File: src/rtl/fcs_pkg.sv
package fcs_pkg;
  typedef enum logic [1:0] {
    ST_IDLE  = 2'd0,
    ST_SCAN  = 2'd1,
    ST_ERASE = 2'd2
  } fcs_state_e;
endpackage

File: src/rtl/fcs_scan.sv
// Finds the lowest-indexed erasable block at or above a starting index.
module fcs_scan #(
  parameter int NBLK = 39,
  parameter int BW   = $clog2(NBLK)
) (
  input  logic [NBLK-1:0] avail_i,
  input  logic [BW-1:0]   from_i,
  output logic            found_o,
  output logic [BW-1:0]   idx_o
);
  always_comb begin
    found_o = 1'b0;
    idx_o   = '0;
    for (int i = NBLK - 1; i >= 0; i--) begin
      if (avail_i[i] && (i >= int'(from_i))) begin
        found_o = 1'b1;
        idx_o   = BW'(i);
      end
    end
  end
endmodule

File: src/rtl/fcs_timer.sv
// Models the per-block erase duration as a loadable countdown.
module fcs_timer #(
  parameter int DW = 8
) (
  input  logic          clk,
  input  logic          rst,
  input  logic          load_i,
  input  logic [DW-1:0] len_i,
  output logic          expire_o
);
  logic [DW-1:0] cnt_q;
  logic          act_q;

  always_ff @(posedge clk) begin
    if (rst) begin
      cnt_q <= '0;
      act_q <= 1'b0;
    end else if (load_i) begin
      cnt_q <= (len_i == '0) ? DW'(1) : len_i;
      act_q <= 1'b1;
    end else if (act_q) begin
      if (cnt_q == DW'(1)) act_q <= 1'b0;
      else                 cnt_q <= cnt_q - DW'(1);
    end
  end

  assign expire_o = act_q && (cnt_q == DW'(1));
endmodule

File: src/rtl/chip_erase_seq.sv
module chip_erase_seq #(
  parameter int NBLK = 39,
  parameter int DW   = 8
) (
  input  logic                     clk,
  input  logic                     rst,
  input  logic                     start_i,
  input  logic [NBLK-1:0]          lock_i,
  input  logic [DW-1:0]            erase_len_i,
  input  logic                     verify_fail_i,
  output logic                     erase_stb_o,
  output logic [$clog2(NBLK)-1:0]  erase_blk_o,
  output logic                     busy_o,
  output logic                     done_o,
  output logic                     err_o,
  output logic                     lock_fault_o
);
  import fcs_pkg::*;

  localparam int BW = $clog2(NBLK);
  localparam logic [BW-1:0] LAST = BW'(NBLK - 1);

  fcs_state_e      state_q;
  logic [NBLK-1:0] lock_q;
  logic [BW-1:0]   cur_q;
  logic            any_q;
  logic            found;
  logic [BW-1:0]   next_idx;
  logic            expire;
  logic            load;

  fcs_scan #(.NBLK(NBLK), .BW(BW)) u_scan (
    .avail_i (~lock_q),
    .from_i  (cur_q),
    .found_o (found),
    .idx_o   (next_idx)
  );

  assign load = (state_q == ST_SCAN) && found;

  fcs_timer #(.DW(DW)) u_timer (
    .clk      (clk),
    .rst      (rst),
    .load_i   (load),
    .len_i    (erase_len_i),
    .expire_o (expire)
  );

  always_ff @(posedge clk) begin
    if (rst) begin
      state_q      <= ST_IDLE;
      lock_q       <= '0;
      cur_q        <= '0;
      any_q        <= 1'b0;
      erase_stb_o  <= 1'b0;
      erase_blk_o  <= '0;
      busy_o       <= 1'b0;
      done_o       <= 1'b0;
      err_o        <= 1'b0;
      lock_fault_o <= 1'b0;
    end else begin
      erase_stb_o <= 1'b0;
      done_o      <= 1'b0;
      unique case (state_q)
        ST_IDLE: begin
          if (start_i) begin
            lock_q       <= lock_i;
            cur_q        <= '0;
            any_q        <= 1'b0;
            err_o        <= 1'b0;
            lock_fault_o <= 1'b0;
            busy_o       <= 1'b1;
            state_q      <= ST_SCAN;
          end
        end
        ST_SCAN: begin
          if (found) begin
            erase_blk_o <= next_idx;
            erase_stb_o <= 1'b1;
            any_q       <= 1'b1;
            state_q     <= ST_ERASE;
          end else begin
            busy_o  <= 1'b0;
            done_o  <= 1'b1;
            state_q <= ST_IDLE;
            if (!any_q) begin
              err_o        <= 1'b1;
              lock_fault_o <= 1'b1;
            end
          end
        end
        ST_ERASE: begin
          if (expire) begin
            if (verify_fail_i || (erase_blk_o == LAST)) begin
              err_o   <= verify_fail_i;
              busy_o  <= 1'b0;
              done_o  <= 1'b1;
              state_q <= ST_IDLE;
            end else begin
              cur_q   <= erase_blk_o + BW'(1);
              state_q <= ST_SCAN;
            end
          end
        end
        default: state_q <= ST_IDLE;
      endcase
    end
  end
endmodule

File: config.mk
export PLATFORM = sky130hd
export DESIGN_NAME = chip_erase_seq
export DESIGN_NICKNAME = d
export VERILOG_FILES = /design/src/rtl/fcs_pkg.sv /design/src/rtl/fcs_scan.sv /design/src/rtl/fcs_timer.sv /design/src/rtl/chip_erase_seq.sv
export SDC_FILE = /design/constraint.sdc
export NUM_CORES = 1
export LEC_CHECK = 0
export BUFFER_PORTS_ARGS = -buffer_cell sky130_fd_sc_hd__buf_4
export CAP_MARGIN = 40
export CORE_AREA = 2 2 65 128
export CTS_CLUSTER_DIAMETER = 150
export DETAILED_ROUTE_END_ITERATION = 8
export DIE_AREA = 0 0 67 130
export PLACE_DENSITY = 0.78
export SLEW_MARGIN = 20
export SYNTH_ARGS = -nofsm -noshare
export SYNTH_HDL_FRONTEND = slang
export SYNTH_HIERARCHICAL = 1
export SYNTH_SLANG_ARGS = --single-unit
export TNS_END_PERCENT = 10
File: constraint.sdc
create_clock -name clk -period 3.8 [get_ports clk]
set_input_delay 0.38 -clock clk [delete_from_list [all_inputs] [get_ports clk]]
set_output_delay 0.38 -clock clk [all_outputs]
set_load 0.02 [all_outputs]
==> reports/metrics.cfg <==
[hold_path]
min_path_type=in2reg
worstHoldStart=lock_i[30]
hold_path_depth=3

[cts]
worst_skew_pair.late_latency_ns=0.34
post_cts_setup_buffers=0
tritoncts_buffer_count=9
clk_pin_slew_worst_paths_ns=0.05
tritoncts=built
root_buffer=sky130_fd_sc_hd__clkbuf_16
ctsLongestPathBuffers=2
cts-htree-levels=3
cts_num_sinks=68

[yosys]
synth_top_cell_by_area=sky130_fd_sc_hd__dfxtp_1
yosysTopAreaCellShare=0.315
synth_area_leaders=sky130_fd_sc_hd__dfxtp_1 (32%), sky130_fd_sc_hd__nand2_1 (10%), sky130_fd_sc_hd__a21oi_1 (9.3%)
synth_cells=610
synth_fp_nets=669
post_synthesis_cell_type_count=76
ys_dominant_reg_cell=sky130_fd_sc_hd__dfxtp_1
post_synth_edffs=0
yosys_warnings=6
ys_seq_elements=68
synthesis.area_per_instance_um2=7.08
synthMostInstantiatedCell=sky130_fd_sc_hd__nand2_1
yosysSeqAreaShare=0.315
synth-async-reset-ratio=0
synth_area_um2=4320
post_synth_most_frequent_cells=sky130_fd_sc_hd__nand2_1 (117), sky130_fd_sc_hd__a21oi_1 (80), sky130_fd_sc_hd__dfxtp_1 (68), sky130_fd_sc_hd__inv_1 (63), sky130_fd_sc_hd__o21ai_0 (35)

[timing]
finalSetupViolations=0
drv_slew=0
report.final.hold_viol_count=0
finalCritPeriodShare=0.921
fin_skew_ns=0.00872
slew_headroom=0.514
timing_worst_slew_pin_value_ns=0.719
final.min_clock_period_ns=3.50
tns_ns=0
timing.fmax_mhz=286
grt_setup_unrepaired=no

[placement]
place_congestion=1.02
portBuffers=61
hpwlAfterDp_mm=8.81

[run_status]
status=complete, no violations

[grt]
grt_pass1_vias=4201
grt_overflow_total=0
grt_max_degree=72
gr-usage-all-layers=0.292
antenna_found_initial=0
global_route_wire_length_before_repair_mm=19.5

[floorplan]
core_area_um2=7830
design.die.area_um2=8710
starting_density_of_the_core=0.552
io_count=62
die_y_um=130
die-width_um=67
placement_rows=46

[critical_path]
critical_path_required_ns=4.04
timing.setup.critical_path_class=reg2reg
worst_reg_to_reg_cells=10
critPathLaunchType=flop
critical_path_peak_fanout=15
setup.worst_path.end_class=flop
crit-reg2reg-launch=cur_q[2]
crit_arrival_ns=3.75
timing.critical_path.from=cur_q[2]

[cells_and_area]
n_fill_cell=753
nNetsFinal=724
n_antenna_cell=0
seqCellArea_um2=1360
multi_input_comb_area_um2=2550
syn_to_layout_area_delta_pct=19.8
drive_above_1_share=0.167

[routing]
wirelength_mm=12.0
detail_route.drc_violations=0
antenna_left=0
routed_wire_length_per_instance_um=15.7
vias_per_cell=5.90
detailedRoute.firstIterationViolations=488
dr_total_vias=4516
detail_route.first_pass.iterations=7

[power_and_ir_drop]
p_clk_frac=0.326
switching_power_w=0.000888
power_per_cell_area_nw_per_um2=507
cell_internal_pwr_w=0.00173
part_of_the_total_power_dissipated_in_sequential_elements=0.355
power_frac_comb=0.319
irDropWorstVdd_mv=0.319
switching_share=0.339
cellLeakagePower_nw=2.01
design_power_total_w=0.00262

[run]
maxCapViolations=0

-- final timing paths --
kind / to / slack (ns)
min: lock_q[30] / 0.29
max reg2reg: u_timer/cnt_q[6] / 0.30
min reg2reg: lock_q[30] / 0.45
max: u_timer/cnt_q[6] / 0.30
-- metrics by stage --
stage | setup WS (ns) | utilization | std cells | hold slack, ns | cell area, um2
6_report | 0.299 | 0.661 | 765 | 0.289 | 5170
5_1_grt | 0.0349 | 0.661 | 765 | 0.300 | 5170
4_1_cts | 0.237 | 0.661 | 765 | 0.292 | 5170
3_5_place_dp | 0.263 | 0.622 | 750 | 0.447 | 4870
3_3_place_gp | 0.341 | 0.620 | 749 | 0.443 | 4850
2_1_floorplan | 0.718 | - | 610 | 0.436 | 4320
-- power groups by stage --
stage | sequential (W) | clock (W) | combinational [W]
global placement | 0.000938 | 0 | 0.000804
detailed placement | 0.000943 | 0 | 0.000826
floorplan | 0.000931 | 0 | 0.000596
global route | 0.000949 | 0.000891 | 0.000940
finish | 0.000932 | 0.000854 | 0.000836
CTS | 0.000930 | 0.000866 | 0.000832
-- worst max-delay path, cell delays in order (launching register included) --
cell and delay, ns:
sky130_fd_sc_hd__dfxtp_1 0.69, sky130_fd_sc_hd__nand3_1 0.27, sky130_fd_sc_hd__a222oi_1 0.47, sky130_fd_sc_hd__a31o_2 0.24, sky130_fd_sc_hd__and4bb_2 0.25, sky130_fd_sc_hd__or4b_1 0.56
sky130_fd_sc_hd__nand2_1 0.16, sky130_fd_sc_hd__inv_2 0.11, sky130_fd_sc_hd__inv_1 0.31, sky130_fd_sc_hd__nor2_1 0.09, sky130_fd_sc_hd__a311oi_1 0.24
-- cells by family after synthesis --
kind of cell	synth area share
and+or+nand+nor	0.256
AOI/OAI and AO/OA	0.292
buffers and inverters	0.0944
DFF	0.315
adders and majority gates	0.0232
xor gates and xnor gates	0.0101
muxes	0.00956
-- cell usage in the layout, fill, tap and decap left out, types with 3 or more instances in the layout --
master / instances
sky130_fd_sc_hd__xnor2_1: 3
sky130_fd_sc_hd__a22oi_1: 4
sky130_fd_sc_hd__nor3_1: 11
sky130_fd_sc_hd__nand3b_1: 3
sky130_fd_sc_hd__nand2_1: 117
sky130_fd_sc_hd__a21o_1: 5
sky130_fd_sc_hd__a211oi_1: 8
sky130_fd_sc_hd__o21ai_0: 35
sky130_fd_sc_hd__or3_1: 4
sky130_fd_sc_hd__a31oi_1: 4
sky130_fd_sc_hd__a21boi_0: 6
sky130_fd_sc_hd__o211ai_1: 3
sky130_fd_sc_hd__nand4b_1: 3
sky130_fd_sc_hd__o32ai_1: 6
sky130_fd_sc_hd__ha_1: 8
sky130_fd_sc_hd__mux2i_1: 3
sky130_fd_sc_hd__nand3_1: 15
sky130_fd_sc_hd__o31ai_1: 3
sky130_fd_sc_hd__nand4_1: 4
sky130_fd_sc_hd__buf_4: 77
sky130_fd_sc_hd__a21oi_1: 80
sky130_fd_sc_hd__inv_1: 63
sky130_fd_sc_hd__nor3b_1: 4
sky130_fd_sc_hd__o22ai_1: 8
sky130_fd_sc_hd__nand2b_1: 7
sky130_fd_sc_hd__o221ai_1: 3
sky130_fd_sc_hd__nor2_1: 31
sky130_fd_sc_hd__dfxtp_1: 67
sky130_fd_sc_hd__clkbuf_8: 3
sky130_fd_sc_hd__nor2b_1: 9
sky130_fd_sc_hd__clkbuf_16: 9
sky130_fd_sc_hd__and3_1: 4
-- cell type report --
| type | count | share of cell area |
|---|---|---|
| inverter | 65 | 0.0472 |
| timing repair buffer | 78 | 0.115 |
| sequential | 68 | 0.263 |
| clock inverter | 1 | 0.00580 |
| tap | 96 | 0.0232 |
| clock buffer | 14 | 0.0530 |
| multi-input combinational | 443 | 0.493 |
-- flip-flops by register name, summed over array words and instances, names as in the netlist --
signal,cells
u_timer/act_q,1
done_o,1
lock_fault_o,1
cur_q,6
busy_o,1
erase_stb_o,1
err_o,1
lock_q,39
any_q,1
u_timer/cnt_q,8
erase_blk_o,6
state_q,2
-- repair_timing --
action,in CTS,in global routing
setup endpoints to repair,0,6
hold buffers,0,0
resized for setup,0,1
-- metal layers --
metal  track usage  wire length [um]  up-vias
li1              -                 -     2243
met1         0.378              4940     2030
met2         0.460              5720      203
met3        0.0371               832       40
met4         0.164               537        0
met5             0                 0        -
(Power assumes the default switching activity.)
